--- src/rtl/qrd_pkg.sv ---
package qrd_pkg;

  typedef enum logic [2:0] {
    PH_IDLE  = 3'd0,
    PH_SEND  = 3'd1,
    PH_DUMMY = 3'd2,
    PH_DATA  = 3'd3,
    PH_GUARD = 3'd4
  } phase_t;

  localparam logic [7:0] OP_QREAD_A24 = 8'h6B;
  localparam logic [7:0] OP_QREAD_A32 = 8'h6C;
  localparam int         FRAME_W      = 40;

  // Instruction code depends on the address width
  function automatic logic [7:0] read_opcode(input logic wide);
    return wide ? OP_QREAD_A32 : OP_QREAD_A24;
  endfunction

  // Instruction and address packed MSB first, left aligned in the frame
  function automatic logic [FRAME_W-1:0] build_frame(input logic [31:0] addr,
                                                     input logic wide);
    logic [FRAME_W-1:0] f;
    if (wide) f = {read_opcode(1'b1), addr};
    else      f = {read_opcode(1'b0), addr[23:0], 8'h00};
    return f;
  endfunction

  // Number of serial clocks spent on instruction plus address
  function automatic logic [5:0] frame_bits(input logic wide);
    return wide ? 6'd40 : 6'd32;
  endfunction

  // Upper nibble arrives first
  function automatic logic [7:0] join_nibbles(input logic [3:0] hi, input logic [3:0] lo);
    return {hi, lo};
  endfunction

endpackage

--- src/rtl/qrd_clkdiv.sv ---
module qrd_clkdiv #(
  parameter int CLK_DIV = 2
) (
  input  logic clk,
  input  logic rst_n,
  input  logic run,
  input  logic clear,
  output logic tick
);
  localparam int             DW   = (CLK_DIV > 1) ? $clog2(CLK_DIV) : 1;
  localparam logic [DW-1:0]  LAST = DW'(CLK_DIV - 1);

  logic [DW-1:0] cnt;

  always_ff @(posedge clk or negedge rst_n) begin
    if (!rst_n)              cnt <= '0;
    else if (clear || !run)  cnt <= '0;
    else if (cnt == LAST)    cnt <= '0;
    else                     cnt <= cnt + 1'b1;
  end

  assign tick = run && (cnt == LAST);
endmodule

--- src/rtl/qrd_txshift.sv ---
module qrd_txshift
  import qrd_pkg::*;
(
  input  logic        clk,
  input  logic        rst_n,
  input  logic        load,
  input  logic [31:0] addr,
  input  logic        addr4,
  input  logic        shift,
  output logic        io0
);
  logic [FRAME_W-1:0] sr;

  always_ff @(posedge clk or negedge rst_n) begin
    if (!rst_n)     sr <= '0;
    else if (load)  sr <= build_frame(addr, addr4);
    else if (shift) sr <= {sr[FRAME_W-2:0], 1'b0};
  end

  assign io0 = sr[FRAME_W-1];
endmodule

--- src/rtl/qrd_rxpack.sv ---
module qrd_rxpack
  import qrd_pkg::*;
(
  input  logic       clk,
  input  logic       rst_n,
  input  logic       cap_en,
  input  logic       cap_hi,
  input  logic [3:0] io_in,
  input  logic       m_ready,
  output logic       m_valid,
  output logic [7:0] m_data,
  output logic       byte_done,
  output logic       hold
);
  logic [3:0] hi_q;

  assign byte_done = cap_en && !cap_hi;
  assign hold      = m_valid && !m_ready;

  always_ff @(posedge clk or negedge rst_n) begin
    if (!rst_n) begin
      hi_q    <= '0;
      m_valid <= 1'b0;
      m_data  <= '0;
    end else begin
      if (cap_en && cap_hi) hi_q <= io_in;
      if (byte_done) begin
        m_data  <= join_nibbles(hi_q, io_in);
        m_valid <= 1'b1;
      end else if (m_valid && m_ready) begin
        m_valid <= 1'b0;
      end
    end
  end
endmodule

--- src/rtl/qrd_ctrl.sv ---
module qrd_ctrl
  import qrd_pkg::*;
#(
  parameter int LEN_W   = 16,
  parameter int DUMMY_W = 5
) (
  input  logic               clk,
  input  logic               rst_n,
  input  logic               start,
  input  logic               addr4,
  input  logic [LEN_W-1:0]   byte_count,
  input  logic [DUMMY_W-1:0] dummy_cycles,
  input  logic               quad_en,
  input  logic               tick,
  input  logic               hold,
  output phase_t             phase,
  output logic               sck,
  output logic               cs_n,
  output logic               busy,
  output logic               accept,
  output logic               run,
  output logic               rise_evt,
  output logic               fall_evt,
  output logic               shift_en,
  output logic               cap_en,
  output logic               cap_hi
);
  localparam int CW0 = (LEN_W + 1 > DUMMY_W) ? LEN_W + 1 : DUMMY_W;
  localparam int CW  = (CW0 > 6) ? CW0 : 6;

  logic [CW-1:0]      left;
  logic [DUMMY_W-1:0] dummy_q;
  logic [LEN_W-1:0]   count_q;
  logic               guard_half;
  logic               stall_now;
  logic               adv;
  logic               active;

  assign accept    = start && (phase == PH_IDLE) && quad_en && (byte_count != '0);
  assign run       = (phase != PH_IDLE);
  assign busy      = run;
  assign active    = (phase == PH_SEND) || (phase == PH_DUMMY) || (phase == PH_DATA);
  // pause before the rising edge that would finish a byte while the output is full
  assign stall_now = hold && (phase == PH_DATA) && !sck && left[0];
  assign adv       = tick && !stall_now;
  assign rise_evt  = adv && !sck && active;
  assign fall_evt  = adv && sck;
  assign shift_en  = fall_evt && (phase == PH_SEND) && (left != '0);
  assign cap_en    = rise_evt && (phase == PH_DATA);
  assign cap_hi    = !left[0];

  always_ff @(posedge clk or negedge rst_n) begin
    if (!rst_n) begin
      phase      <= PH_IDLE;
      sck        <= 1'b0;
      cs_n       <= 1'b1;
      left       <= '0;
      dummy_q    <= '0;
      count_q    <= '0;
      guard_half <= 1'b0;
    end else if (accept) begin
      phase   <= PH_SEND;
      cs_n    <= 1'b0;
      sck     <= 1'b0;
      left    <= CW'(frame_bits(addr4));
      dummy_q <= dummy_cycles;
      count_q <= byte_count;
    end else if (rise_evt) begin
      sck  <= 1'b1;
      left <= left - 1'b1;
    end else if (fall_evt) begin
      sck <= 1'b0;
      if (left == '0) begin
        case (phase)
          PH_SEND: begin
            if (dummy_q != '0) begin
              phase <= PH_DUMMY;
              left  <= CW'(dummy_q);
            end else begin
              phase <= PH_DATA;
              left  <= CW'({count_q, 1'b0});
            end
          end
          PH_DUMMY: begin
            phase <= PH_DATA;
            left  <= CW'({count_q, 1'b0});
          end
          PH_DATA: begin
            phase      <= PH_GUARD;
            cs_n       <= 1'b1;
            guard_half <= 1'b0;
          end
          default: phase <= PH_IDLE;
        endcase
      end
    end else if (adv && (phase == PH_GUARD)) begin
      if (guard_half) phase <= PH_IDLE;
      guard_half <= 1'b1;
    end
  end
endmodule

--- src/rtl/qspi_quad_reader.sv ---
module qspi_quad_reader
  import qrd_pkg::*;
#(
  parameter int CLK_DIV = 2,
  parameter int LEN_W   = 16,
  parameter int DUMMY_W = 5
) (
  input  logic               clk,
  input  logic               rst_n,
  input  logic               quad_en,
  input  logic               start,
  input  logic               addr4,
  input  logic [31:0]        start_addr,
  input  logic [LEN_W-1:0]   byte_count,
  input  logic [DUMMY_W-1:0] dummy_cycles,
  output logic               busy,
  output logic               sck,
  output logic               cs_n,
  output logic [3:0]         io_out,
  output logic [3:0]         io_oe,
  input  logic [3:0]         io_in,
  output logic               m_valid,
  output logic [7:0]         m_data,
  input  logic               m_ready
);
  phase_t phase;
  logic   tick, run, accept, hold;
  logic   rise_evt, fall_evt, shift_en, cap_en, cap_hi, byte_done;
  logic   io0;

  qrd_clkdiv #(.CLK_DIV(CLK_DIV)) u_div (
    .clk(clk), .rst_n(rst_n), .run(run), .clear(accept), .tick(tick)
  );

  qrd_ctrl #(.LEN_W(LEN_W), .DUMMY_W(DUMMY_W)) u_ctrl (
    .clk(clk), .rst_n(rst_n), .start(start), .addr4(addr4),
    .byte_count(byte_count), .dummy_cycles(dummy_cycles), .quad_en(quad_en),
    .tick(tick), .hold(hold), .phase(phase), .sck(sck), .cs_n(cs_n),
    .busy(busy), .accept(accept), .run(run), .rise_evt(rise_evt),
    .fall_evt(fall_evt), .shift_en(shift_en), .cap_en(cap_en), .cap_hi(cap_hi)
  );

  qrd_txshift u_tx (
    .clk(clk), .rst_n(rst_n), .load(accept), .addr(start_addr),
    .addr4(addr4), .shift(shift_en), .io0(io0)
  );

  qrd_rxpack u_rx (
    .clk(clk), .rst_n(rst_n), .cap_en(cap_en), .cap_hi(cap_hi),
    .io_in(io_in), .m_ready(m_ready), .m_valid(m_valid), .m_data(m_data),
    .byte_done(byte_done), .hold(hold)
  );

  assign io_out = {3'b000, io0};
  assign io_oe  = {3'b000, (phase == PH_SEND)};
endmodule

--- config.mk ---
export PLATFORM = sky130hd
export DESIGN_NAME = qspi_quad_reader
export DESIGN_NICKNAME = d
export VERILOG_FILES = /design/src/rtl/qrd_pkg.sv /design/src/rtl/qrd_clkdiv.sv /design/src/rtl/qrd_txshift.sv /design/src/rtl/qrd_rxpack.sv /design/src/rtl/qrd_ctrl.sv /design/src/rtl/qspi_quad_reader.sv
export SDC_FILE = /design/constraint.sdc
export NUM_CORES = 1
export LEC_CHECK = 0
export CAP_MARGIN = 40
export CORE_UTILIZATION = 54
export DETAILED_ROUTE_END_ITERATION = 8
export GPL_TIMING_DRIVEN = 0
export PLACE_DENSITY = 0.8
export SLEW_MARGIN = 5
export SYNTH_ARGS = -nofsm -noshare
export SYNTH_HDL_FRONTEND = slang
export SYNTH_SLANG_ARGS = --single-unit
--- constraint.sdc ---
create_clock -name clk -period 2.8 [get_ports clk]
set_input_delay 0.56 -clock clk [delete_from_list [all_inputs] [get_ports clk]]
set_output_delay 0.56 -clock clk [all_outputs]
set_load 0.02 [all_outputs]
== Word level (Yosys, flattened, before mapping) ==
Cells that the tools add are included.
W data, S select, Z words.

* $add $sub $neg: 2
* Equality and inequality tests: 8
* Mux-type cells: 34
* Bitwise gates (word level): 2
* Reduce and logical (&&, ||, !) cells: 48

{| class="wikitable"
|+ Operators with widths
! kind !! number
|-
| $mux W17 || 5
|-
| $mux W40 || 2
|-
| $mux W35 || 1
|-
| $pmux W17 S2 || 1
|-
| $logic_and A1 B1 Y1 || 19
|-
| $mux W3 || 6
|-
| $logic_not A17 Y1 || 1
|-
| $mux W1 || 17
|-
| $reduce_bool A17 Y1 || 1
|-
| $sub A17 B1 Y17 const B || 1
|-
| $reduce_bool A16 Y1 || 1
|-
| $reduce_bool A3 Y1 || 5
|-
| $reduce_bool A2 Y1 || 6
|-
| $pmux W3 S3 || 1
|-
| $reduce_and A4 Y1 || 2
|-
| $eq A3 B2 Y1 const B || 2
|-
| $ne A2 B2 Y1 const B || 3
|-
| $logic_not A1 Y1 || 5
|-
| $reduce_and A5 Y1 || 1
|-
| $reduce_bool A5 Y1 || 1
|-
| $mux W4 || 1
|-
| $reduce_bool A4 Y1 || 1
|-
| $eq A3 B1 Y1 const B || 1
|-
| $eq A3 B3 Y1 const B || 1
|-
| other kinds (6) || 9
|}

* Bits in registers: 98
* Output and inout bits: 20

== Longest topological paths before layout ==
Gate-level depths: netlist of the first run.

* Depth in word-level cells: 12
* Gate-level depth with buffers: 9

== Modules after synthesis ==
A second synthesis of the first run with hierarchy kept.

* Cells, all modules: 506
* Area total of the unflattened synthesis: 5358.9 µm²

{| class="wikitable"
|+ By module, submodules not included
! module !! times used !! cells each !! area an instance (µm²) !! seq. area each (µm²)
|-
| qrd_ctrl || 1 || 304 || 2547.4 || 1102.3
|-
| qrd_txshift || 1 || 159 || 2162.1 || 1001.0
|-
| qrd_rxpack || 1 || 31 || 535.5 || 325.3
|-
| qspi_quad_reader || 1 || 9 || 68.8 || 0.0
|-
| qrd_clkdiv || 1 || 3 || 45.0 || 25.0
|}

== Worst setup path after synthesis of the first run ==
No wires, ideal clock.

* Path kind: reg-to-reg
* Start point: reg u_ctrl.left[0]
* End point: reg u_tx.sr[12]
* Data arrival time: 2.281 ns
* Data required time: 2.659 ns
* Setup slack: 0.378 ns
* Stages on the path, launching flop included: 10
* Buffers on the path: 2
* Clock period less this slack: 2.422 ns
* Cell sequence: dfrtp_1 -> inv_1 -> ha_1 -> or4b_2 -> or2_2 -> o21a_1 -> clkbuf_1 -> clkbuf_1 -> nand2_1 -> a31oi_1

* Word-level cells in the longest chain between the ends: 7
* Elaborated cells on any way between the ends: 8

{| class="wikitable"
|+ RTL lines
! item !! line !! RTL
|-
| start, declared || qrd_ctrl.sv:31 || <nowiki>logic [CW-1:0] left;</nowiki>
|-
| start signal, assigned || qrd_ctrl.sv:65 || <nowiki>left <= CW'(frame_bits(addr4));</nowiki>
|-
| start signal, assigned || qrd_ctrl.sv:70 || <nowiki>left <= left - 1'b1;</nowiki>
|-
| start signal, assigned || qrd_ctrl.sv:78 || <nowiki>left <= CW'(dummy_q);</nowiki>
|-
| $logic_and A1 B1 Y1 || qrd_ctrl.sv:44 || <nowiki>assign stall_now = hold && (phase == PH_DATA) && !sck && left[0];</nowiki>
|-
| $logic_not A1 Y1 || qrd_ctrl.sv:45 || <nowiki>assign adv = tick && !stall_now;</nowiki>
|-
| $logic_and A1 B1 Y1 || qrd_ctrl.sv:45 ||
|-
| $logic_and A1 B1 Y1 || qrd_ctrl.sv:47 || <nowiki>assign fall_evt = adv && sck;</nowiki>
|-
| $logic_and A1 B1 Y1 || qrd_ctrl.sv:48 || <nowiki>assign shift_en = fall_evt && (phase == PH_SEND) && (left != '0);</nowiki>
|-
| $logic_and A1 B1 Y1 * || qrd_ctrl.sv:48 ||
|-
| $reduce_bool A2 Y1 (no line) * || n/a ||
|-
| end signal, assigned || qrd_txshift.sv:16 || <nowiki>else if (load) sr <= build_frame(addr, addr4);</nowiki>
|-
| end signal, assigned || qrd_txshift.sv:17 || <nowiki>else if (shift) sr <= {sr[FRAME_W-2:0], 1'b0};</nowiki>
|-
| end, declared || qrd_txshift.sv:12 || <nowiki>logic [FRAME_W-1:0] sr;</nowiki>
|}

Mark *: on every way between the ends. The rest lies on a longest branch, timed or not.
A chain may end at the register's enable or synchronous reset.

== Worst setup path after layout of the first run ==
* Start point: reg u_ctrl.left[0]
* End point: reg u_tx.sr[9]

The elaborated chain is that of the path after synthesis.

==> results of run 1 <==
logic make-up after synthesis:
group,after synthesis,share of synthesized area (%)
compound gates,140,18.6
xor+xnor,5,0.845
fa+ha+maj,2,0.483
buf+inv,63,6.88
flops,98,47.4
mux,12,2.61
other cells,1,0.0724
simple gates,252,23.1
timing repair:
item,CTS,global route
gates resized for setup,4,9
pin swaps,0,1
setup endpoints to repair,27,51
area by class of cell:
| type | count | area share [%] |
|---|---|---|
| clock buffer | 9 | 1.94 |
| sequential | 98 | 38.4 |
| inverter | 14 | 0.822 |
| buffer | 48 | 4.85 |
| clock inverter | 7 | 1.55 |
| tap | 129 | 2.52 |
| multi-input combinational | 417 | 37.7 |
| timing repair buffer | 77 | 12.3 |
metal layers:
metal  wire [um]  vias up
met3         822       26
met5           0        -
met1        5990     2319
met4         264        0
met2        7230      192
li1            -     2209
how the worst max path moves through the flow:
stage	end	cells past startpoint
after floorplan	u_tx.sr[12]$_DFFE_PN0P_	9
after global placement	u_tx.sr[28]$_DFFE_PN0P_	1
after detailed placement	u_ctrl.count_q[3]$_DFFE_PN0N_	8
after CTS	u_tx.sr[20]$_DFFE_PN0P_	9
after global routing	u_tx.sr[21]$_DFFE_PN0P_	8
final	u_tx.sr[9]$_DFFE_PN0P_	8
sequential cells by signal (all words and copies together) (netlist names):
register / cells
u_ctrl.phase: 3
u_ctrl.sck: 1
u_div.cnt: 1
u_rx.m_valid: 1
u_tx.sr: 40
u_ctrl.left: 17
u_rx.hi_q: 4
u_ctrl.cs_n: 1
u_ctrl.guard_half: 1
u_ctrl.count_q: 16
u_rx.m_data: 8
u_ctrl.dummy_q: 5
cells in the mapped netlist (10+ instances only):
cell        n
a31oi_1    37
nor2_1     18
nand2_1   148
a211oi_1   25
inv_1      13
nand3_1    13
mux2_2     12
a21oi_1    19
dfrtp_1    97
and2_1     16
a32oi_1    10
nor4_1     11
clkbuf_1   25
power groups by stage:
stage / clock [W] / sequential, W / combinational, W
after floorplan: 0 / 0.00145 / 0.0000410
after global placement: 0 / 0.00145 / 0.000187
after detailed placement: 0 / 0.00145 / 0.000193
after CTS: 0.00105 / 0.00142 / 0.000195
after global routing: 0.00110 / 0.00142 / 0.000207
final: 0.00103 / 0.00142 / 0.000194
metrics by stage:
stage	total power [W]	hold slack (ps)	worst slack [ps]	setup TNS (ps)	std cells
after detailed placement	0.00164	457	-175	-3970	784
after CTS	0.00266	233	31.6	0	800
after global routing	0.00272	256	-17.0	-17.0	799
final	0.00264	216	116	0	799
after global placement	0.00163	451	-2430	-240950	783
after floorplan	0.00149	264	378	0	578
worst reg2reg max path, cell delays in order (launching register included):
cell,delay (ps)
dfrtp_1,440
inv_1,170
ha_1,170
or4b_2,640
or2_2,380
o21ai_4,250
clkbuf_4,260
nand2_1,80
a31oi_1,220
==> key figures, run 1 <==
Global route
  • GRT met2 Usage: 51.2%
  • Via count of the first global-routing pass: 4573
  • GR peak layer: met2
  • Largest net degree at the start of global routing: 51
  • Met3 GRT Util: 5.08%
  • Global-route wire length before repair: 22.9 mm
  • Total GRT Usage: 29.5%
  • Initial antenna violation count: 0
  • Grt total ovfl: 0
  • Met1 Track Usage GR: 37.9%

CTS
  • Worst skew pair latency: 370 ps
  • Clk sink count: 98
  • Htree depth: 3
  • Total CTS buffers: 9
  • CTS Hold Buffers Added: 0
  • Root Buffer: clkbuf_8
  • Max Buffers Root-to-Sink: 2
  • CTS tree: done
  • Worst-path clk slew: 100 ps
  • Setup Buffers After CTS: 0

Worst setup path
  • Critical path arrival: 2960 ps
  • Crit. End Element: register
  • CP Max Fanout: 10
  • Worst Setup SP: u_ctrl.left[0]$_DFFE_PN0P_
  • Slowest stage delay, CP: 640 ps
  • Crit path cell chain: inv_1 > ha_1 > or4b_2 > or2_2 > o21ai_4 > clkbuf_4 > nand2_1 > a31oi_1
  • R2R Setup Slk: 120 ps
  • Worst Setup Start Kind: register
  • Worst r2r path cells: 8
  • Reg2Reg Capture Point: u_tx.sr[9]$_DFFE_PN0P_
  • Crit path max-delay family: simple AND/OR/NAND/NOR gates
  • Crit Path Category: reg2reg
  • Critical Path RT: 3070 ps
  • Reg2reg start: u_ctrl.left[0]$_DFFE_PN0P_
  • CP max stage cell: or4b_2
  • Buf/Inv on CP: 2

Final layout
  • Design area: 6400 um^2
  • Final core utilization: 68.9%
  • Layout cells sized above 1: 11.9%
  • Area of the multi-input gates: 2410 um^2
  • Diodes inserted: 0
  • Filler cell count: 757
  • Area Overhead vs Synth: 23.4%
  • Final-stage net count: 730
  • Commonest cells after routing, fill and taps aside: nand2_1 (148), dfrtp_1 (97), clkdlybuf4s50_1 (75)
  • Commonest non-fill, non-tap cell in the layout: nand2_1
  • Sequential Area: 2450 um^2

Synthesis
  • Seq/Total Area, Yosys: 47.4%
  • Synth Cell Area: 5180 um^2
  • Ys flop type: dfrtp_1
  • Average cell area after synthesis: 9.04 um^2
  • Synth area leader: dfrtp_1
  • Ys Warns: 0
  • EDFF count, synth: 0
  • Yosys top cell area share: 46.8%
  • Synth cell types: 64
  • Yosys reg bits: 98
  • Area contributors post-synth: dfrtp_1 (47%), nand2_1 (11%), a31oi_1 (4.5%), a211oi_1 (3.6%), mux2_2 (2.6%)
  • Post-synth ARST share: 100%
  • Synth Instances: 573

Pwr
  • Clock power share: 39.0%
  • Power density over the cells: 413 nW/um^2
  • IR drop worst, VDD: 276 uV
  • Sequential Power Share: 53.7%
  • Net Sw Frac: 23.0%
  • NetSw: 0.000608 W
  • Internal Power: 0.00203 W
  • Leak Pwr: 2.74 nW
  • Combinational group share of total power: 7.3%

STA
  • Pins over their slew limit: 0
  • Final period utilization: 95.9%
  • Clock Skews: 12.4 ps
  • Endpoints failing hold: 0
  • FMAX: 373 MHz
  • Crit path time final: 2680 ps
  • Worst-margin pin slew: 724 ps
  • Final setup viols: 0
  • Slew headroom: 51.3%

Detailed routing
  • DRC errors left: 0
  • Vias per cell: 5.94
  • 1st-iter DRT viols: 341
  • Routed wire length: 14.3 mm
  • Detail-routed net length per standard cell: 17.9 um
  • Drt pass-1 iters: 5
  • Post-route ant nets: 0
  • Vias post-DR: 4746

Floorplanning
  • Die W: 100 um
  • Num ports: 83
  • Initial core utilization: 55.8%
  • Overall die area: 9990 um^2
  • Chip Height: 100 um
  • Core Area: 9280 um^2
  • Rows: 35

Flow run
  • Max-cap viol count: 0

Placed design
  • Cell Area, Placed: 6150 um^2
  • GP Congestion: 0.943
  • DPL Wire Length: 10.4 mm
  • Port Buf Inserts: 76

Hold path
  • HP Class: in2async

Outcome
  • Run status: complete, no violations
(Power assumes the default switching activity.)
==> run 2: changes to the inputs <==
--- a/config.mk
+++ b/config.mk
@@ -5,11 +5,12 @@
 export SDC_FILE = /design/constraint.sdc
 export NUM_CORES = 1
 export LEC_CHECK = 0
+export ABC_AREA = 1
 export CAP_MARGIN = 40
-export CORE_UTILIZATION = 54
+export CORE_UTILIZATION = 55
 export DETAILED_ROUTE_END_ITERATION = 8
 export GPL_TIMING_DRIVEN = 0
-export PLACE_DENSITY = 0.8
+export PLACE_DENSITY = 0.81
 export SLEW_MARGIN = 5
 export SYNTH_ARGS = -nofsm -noshare
 export SYNTH_HDL_FRONTEND = slang
==> run 2 against run 1 <==
Compared with the run above:
- worst hold slack got worse by 27 ps
- final cell count rose by 28%
- wire length is 4.6% lower
- final area grew 3.8%
- critical endpoint is now io_oe[0]
- critical path type is now reg2out
- sequential share of layout area decreased by 1.4 points
- total power grew 120%
- flip-flop and latch count unchanged
- via count up 11%
- non-clock buffer count down 12
- register-to-register slack better by 470 ps
- clock-buffer cell count is 2 higher
==> key figures, run 2 <==
STA
  • Pins over their slew limit: 0
  • Setup ws final: 346 ps
  • Clock Skews: 13.5 ps
  • Final hold slack: 188 ps
  • Worst-margin pin slew: 621 ps
  • RSZ-0062 raised after global routing: false
  • Crit path time final: 2450 ps
  • Endpoints failing hold: 0
  • Slew headroom: 58.6%
  • FMAX: 407 MHz
  • Final setup viols: 0
  • Final period utilization: 87.7%

Worst setup path
  • Worst Setup EP: io_oe[0]
  • Worst Setup Start Kind: register
  • Critical Path RT: 2240 ps
  • Worst Setup SP: u_ctrl.phase[2]$_DFFE_PN0P_
  • R2R Setup Slk: 590 ps
  • Crit. End Element: output pin
  • Reg2Reg Capture Point: u_tx.sr[26]$_DFFE_PN0P_
  • Reg2reg start: u_ctrl.left[9]$_DFFE_PN0P_
  • Crit Path Category: reg2out
  • Critical path arrival: 1890 ps
  • Worst r2r path cells: 10
  • CP Max Fanout: 5

Pwr
  • Combinational group share of total power: 44.4%
  • IR drop worst, VDD: 418 uV
  • Clock power share: 16.4%
  • Power density over the cells: 885 nW/um^2
  • Sequential Power Share: 39.2%
  • Internal Power: 0.00336 W
  • NetSw: 0.00252 W
  • Leak Pwr: 3.50 nW
  • Net Sw Frac: 42.8%
  • Total power: 0.00587 W

Detailed routing
  • DRC errors left: 0
  • 1st-iter DRT viols: 310
  • Drt pass-1 iters: 5
  • Routed wire length: 13.6 mm
  • Vias post-DR: 5263
  • Vias per cell: 5.13
  • Detail-routed net length per standard cell: 13.3 um
  • Post-route ant nets: 0

CTS
  • Setup Buffers After CTS: 0
  • Max Buffers Root-to-Sink: 2
  • Worst skew pair latency: 390 ps
  • CTS Hold Buffers Added: 0
  • Htree depth: 3
  • CTS tree: done
  • Root Buffer: clkbuf_8
  • Total CTS buffers: 9
  • Worst-path clk slew: 90 ps
  • Clk sink count: 98
  • # resized after CTS: 0

Synthesis
  • Adder-Cell Fraction of Synth Area: 0.457%
  • Yosys reg bits: 98
  • EDFF count, synth: 0
  • Area contributors post-synth: dfrtp_1 (44%), nand2_1 (26%), nor2_1 (4.3%), inv_1 (3.8%), o21ai_0 (3.6%)
  • Compound-Gate Fraction of Synth Area: 8.44%
  • Seq/Total Area, Yosys: 44.8%
  • Synth Instances: 796
  • Most common cell in the netlist: nand2_1
  • Post-Synth Simple-Gate Area: 36.8%
  • Synth Cell Area: 5470 um^2
  • Ys flop type: dfrtp_1
  • Mux cell area share after synthesis: 0%
  • Synth cell types: 34
  • Ys Warns: 0
  • Combinational family with the most area after synthesis: simple AND/OR/NAND/NOR gates
  • Synth area leader: dfrtp_1
  • Average cell area after synthesis: 6.88 um^2
  • Yosys top cell area share: 44.4%
  • Post-synth ARST share: 100%
  • Synth Area in XOR/XNOR: 1.44%
  • Commonest cells post-synth: nand2_1 (382), dfrtp_1 (97), nor2_1 (63), inv_1 (55), o21ai_0 (39)

Global route
  • Global-route wire length before repair: 22.5 mm
  • Largest net degree at the start of global routing: 52
  • Via count of the first global-routing pass: 4986
  • Total GRT Usage: 28.5%
  • Initial antenna violation count: 0
  • Grt total ovfl: 0

Floorplanning
  • Overall die area: 10400 um^2
  • Rows: 36
  • Core Area: 9730 um^2
  • Initial core utilization: 56.3%
  • Num ports: 83
  • Chip Height: 102 um
  • Die W: 102 um

Final layout
  • Filler cell count: 856
  • Commonest cells after routing, fill and taps aside: nand2_1 (382), dfrtp_1 (97), clkdlybuf4s50_1 (74)
  • Final core utilization: 68.2%
  • Commonest non-fill, non-tap cell in the layout: nand2_1
  • Max reg flops: 40
  • Area Overhead vs Synth: 21.3%
  • Top flop regs: u_tx.sr: 40 flops, u_ctrl.left: 17 flops, u_ctrl.count_q: 16 flops
  • Layout cells sized above 1: 7.29%
  • Top reg by flops: u_tx.sr
  • Diodes inserted: 0
  • Final-stage net count: 953

Placed design
  • GP Congestion: 0.936
  • DPL Wire Length: 10.2 mm
  • Port Buf Inserts: 75
  • Place WS: 92.6 ps

Flow run
  • Max-cap viol count: 0

Hold path
  • HP Class: in2async

Outcome
  • Run status: complete, no violations
## run 2: cell type report
class                           count  area [um^2]  area share [%]
Buffer                             37          209            3.15
Tap cell                          133          166            2.51
Sequential cell                    98         2450            37.0
Clock inverter                      4         51.3           0.773
Clock buffer                       11          151            2.28
Multi-Input combinational cell    606         2600            39.2
Timing Repair Buffer               76          776            11.7
Inverter                           60          225            3.39
## run 2: worst max-delay path, cell delays in order (launching register included)
cell and delay (ps):
dfrtp_1 450, inv_2 140, nand3_1 150, inv_1 150
clkdlybuf4s50_1 620
## run 2: worst min-delay path by stage
stage / end / cells after the start
after floorplan: u_ctrl.count_q[0]$_DFFE_PN0N_ / 0
after global placement: u_div.cnt$_DFF_PN0_ / 1
after detailed placement: u_div.cnt$_DFF_PN0_ / 1
after CTS: u_rx.m_data[4]$_DFFE_PN0P_ / 1
after global routing: u_rx.m_data[1]$_DFFE_PN0P_ / 1
final: u_rx.m_data[4]$_DFFE_PN0P_ / 1
## run 2: per-stage QoR
step           TNS [ps]  cell area, um^2  std cells
2_1_floorplan         0             5490        801
3_3_place_gp    -237240             6410       1009
3_5_place_dp          0             6430       1010
4_1_cts               0             6640       1025
5_1_grt               0             6640       1025
6_report              0             6640       1025
## run 2: cells by family after synthesis
logic type / Yosys count
other cells: 1
compound gates: 87
fa+ha+maj: 2
flops: 98
simple gates: 502
xor+xnor: 9
buf+inv: 97
## run 2: power groups by stage
stage	logic (W)	registers [W]	clock network [W]
floorplan	0.00193	0.00222	0
global placement	0.00250	0.00230	0
detailed placement	0.00258	0.00232	0
CTS	0.00259	0.00229	0.000974
global route	0.00299	0.00236	0.00103
finish	0.00261	0.00230	0.000961
## run 2: layer usage
| layer | share of wire (%) | vias up | GRT usage [%] |
|---|---|---|---|
| li1 | - | 2629 | - |
| met1 | 42 | 2409 | 34.6 |
| met2 | 50 | 193 | 49.7 |
| met3 | 6.8 | 32 | 7.25 |
| met4 | 1.9 | 0 | 8.92 |
| met5 | 0 | - | 0 |
==> run 3: changes to the inputs <==
--- a/config.mk
+++ b/config.mk
@@ -11,7 +11,7 @@
 export DETAILED_ROUTE_END_ITERATION = 8
 export GPL_TIMING_DRIVEN = 0
 export PLACE_DENSITY = 0.81
-export SLEW_MARGIN = 5
+export SLEW_MARGIN = 30
 export SYNTH_ARGS = -nofsm -noshare
 export SYNTH_HDL_FRONTEND = slang
 export SYNTH_SLANG_ARGS = --single-unit
==> run 3 against run 2 <==
Compared with the run above:
- sequential power barely moved
- worst setup slack lost 3.2 ps
- sequential share of layout area decreased by 0.070 points
- largest cell class unchanged
==> key figures, run 3 (same netlist as run 2, synthesis figures left out) <==
Worst setup path
  • Critical Path RT: 3060 ps
  • Critical path arrival: 2720 ps
  • Reg2reg start: u_ctrl.left[9]$_DFFE_PN0P_
  • R2R Setup Slk: 600 ps
  • Worst r2r path cells: 9
  • Crit. End Element: register
  • Reg2Reg Capture Point: u_tx.sr[35]$_DFFE_PN0P_
  • CP Max Fanout: 10
  • Crit Path Category: in2reg
  • Worst Setup Start Kind: input port

Final layout
  • Filler cell count: 866
  • Layout cells sized above 1: 7.17%
  • Sequential Area: 2450 um^2
  • Diodes inserted: 0
  • Area of the multi-input gates: 2600 um^2
  • Area Overhead vs Synth: 21.5%
  • Top flop regs: u_tx.sr: 40 flops, u_ctrl.left: 17 flops, u_ctrl.count_q: 16 flops
  • Final-stage net count: 953
  • Max reg flops: 40
  • Design area: 6650 um^2
  • Commonest non-fill, non-tap cell in the layout: nand2_1
  • Commonest cells after routing, fill and taps aside: nand2_1 (382), dfrtp_1 (97), clkdlybuf4s50_1 (74)
  • Top reg by flops: u_tx.sr

STA
  • Setup_tns: 0 ps
  • Endpoints failing hold: 0
  • Slew headroom: 62.6%
  • Final period utilization: 87.8%
  • Clock Skews: 10.9 ps
  • Final setup viols: 0
  • FMAX: 407 MHz
  • Crit path time final: 2460 ps
  • Pins over their slew limit: 0
  • RSZ-0062 raised after global routing: false
  • Worst-margin pin slew: 561 ps

CTS
  • Worst-path clk slew: 90 ps
  • # resized after CTS: 0
  • Total CTS buffers: 9
  • Root Buffer: clkbuf_8
  • Htree depth: 3
  • Clk sink count: 98
  • CTS Hold Buffers Added: 0
  • Max Buffers Root-to-Sink: 2
  • Setup Buffers After CTS: 0
  • CTS tree: done
  • Worst skew pair latency: 380 ps

Detailed routing
  • Top routing layer used: met4
  • Wire length on met3: 764 um
  • Drt pass-1 iters: 5
  • 1st-iter DRT viols: 300
  • DRC errors left: 0
  • Routed wire length: 13.6 mm
  • Met1 Routed Length: 5.90 mm
  • Met2 WL: 6.68 mm
  • Detail-routed net length per standard cell: 13.2 um
  • Vias post-DR: 5268
  • Vias per cell: 5.13
  • Post-route ant nets: 0

Global route
  • Global-route wire length before repair: 22.3 mm
  • Via count of the first global-routing pass: 4967
  • Largest net degree at the start of global routing: 52
  • Total GRT Usage: 28.0%
  • Grt total ovfl: 0
  • Initial antenna violation count: 0

Floorplanning
  • Chip Height: 102 um
  • Die W: 102 um
  • Core Area: 9730 um^2
  • Overall die area: 10400 um^2
  • Num ports: 83
  • Initial core utilization: 56.3%
  • Rows: 36

Hold path
  • HP Class: in2async

Outcome
  • Run status: complete, no violations

Placed design
  • DPL Wire Length: 10.2 mm
  • GP Congestion: 0.936
  • Port Buf Inserts: 75
  • Cell Area, Placed: 6440 um^2

Flow run
  • Max-cap viol count: 0

Pwr
  • IR drop worst, VDD: 387 uV
  • Leak Pwr: 3.50 nW
  • Power density over the cells: 889 nW/um^2
run 3: cell types whose count changed in the layout (fill, tap and decap cells not counted), sizes merged:
cell / before / now
clkinvlp: 1 / 2
bufinv: 1 / 2
clkinv: 3 / 2
run 3: layout make-up:
| class | count | share of cell area (%) |
|---|---|---|
| Clock inverter | 5 | 1.20 |
| Tap cell | 133 | 2.50 |
| Multi-Input combinational cell | 606 | 39.2 |
| Clock buffer | 11 | 1.98 |
| Inverter | 60 | 3.39 |
| Sequential cell | 98 | 36.9 |
| Timing Repair Buffer | 76 | 11.7 |
| Buffer | 37 | 3.14 |
run 3: through the flow:
stage	util (%)	std cells	power (W)	hold slack, ps	setup WS [ps]
2_1_floorplan	-	801	0.00415	264	986
3_3_place_gp	65.9	1009	0.00480	411	-2440
3_5_place_dp	66.2	1010	0.00489	420	81.3
4_1_cts	68.3	1026	0.00590	113	374
5_1_grt	68.3	1026	0.00641	134	232
6_report	68.3	1026	0.00591	110	342
run 3: how the worst max path moves through the flow:
stage | start | depth (start not counted) | slack, ps | endpoint
after global routing | byte_count[5] | 11 | 230 | u_tx.sr[18]$_DFFE_PN0P_
after global placement | rst_n | 1 | -2440 | u_tx.sr[9]$_DFFE_PN0P_
after detailed placement | byte_count[3] | 11 | 80 | u_ctrl.phase[0]$_DFFE_PN0P_
after floorplan | byte_count[5] | 10 | 990 | u_tx.sr[17]$_DFFE_PN0P_
after CTS | u_ctrl.phase[2]$_DFFE_PN0P_ | 4 | 370 | io_oe[0]
final | byte_count[13] | 11 | 340 | u_tx.sr[18]$_DFFE_PN0P_
run 3: metal layers:
layer	vias up	GRT usage (%)
li1	2633	-
met1	2420	35.1
met2	186	48.9
met3	29	4.83
met4	0	9.81
met5	-	0
run 3: where the power goes:
group | leakage (nW) | switching (W) | internal [W] | total [W]
Clock | 0.0995 | 0.000491 | 0.000502 | 0.000993
Sequential | 1.27 | 0.000373 | 0.00193 | 0.00230
Combinational | 2.14 | 0.00164 | 0.000977 | 0.00262
Total | 3.50 | 0.00250 | 0.00341 | 0.00591
run 3: critical path: stages:
cell and delay, ps:
clkdlybuf4s50_1 460, nor2_1 140, nand3_1 80, nor2_1 180
nand2_1 80, nand2_1 110, buf_2 240, buf_1 440
a21oi_1 140, o21ai_0 220, nand2_1 70
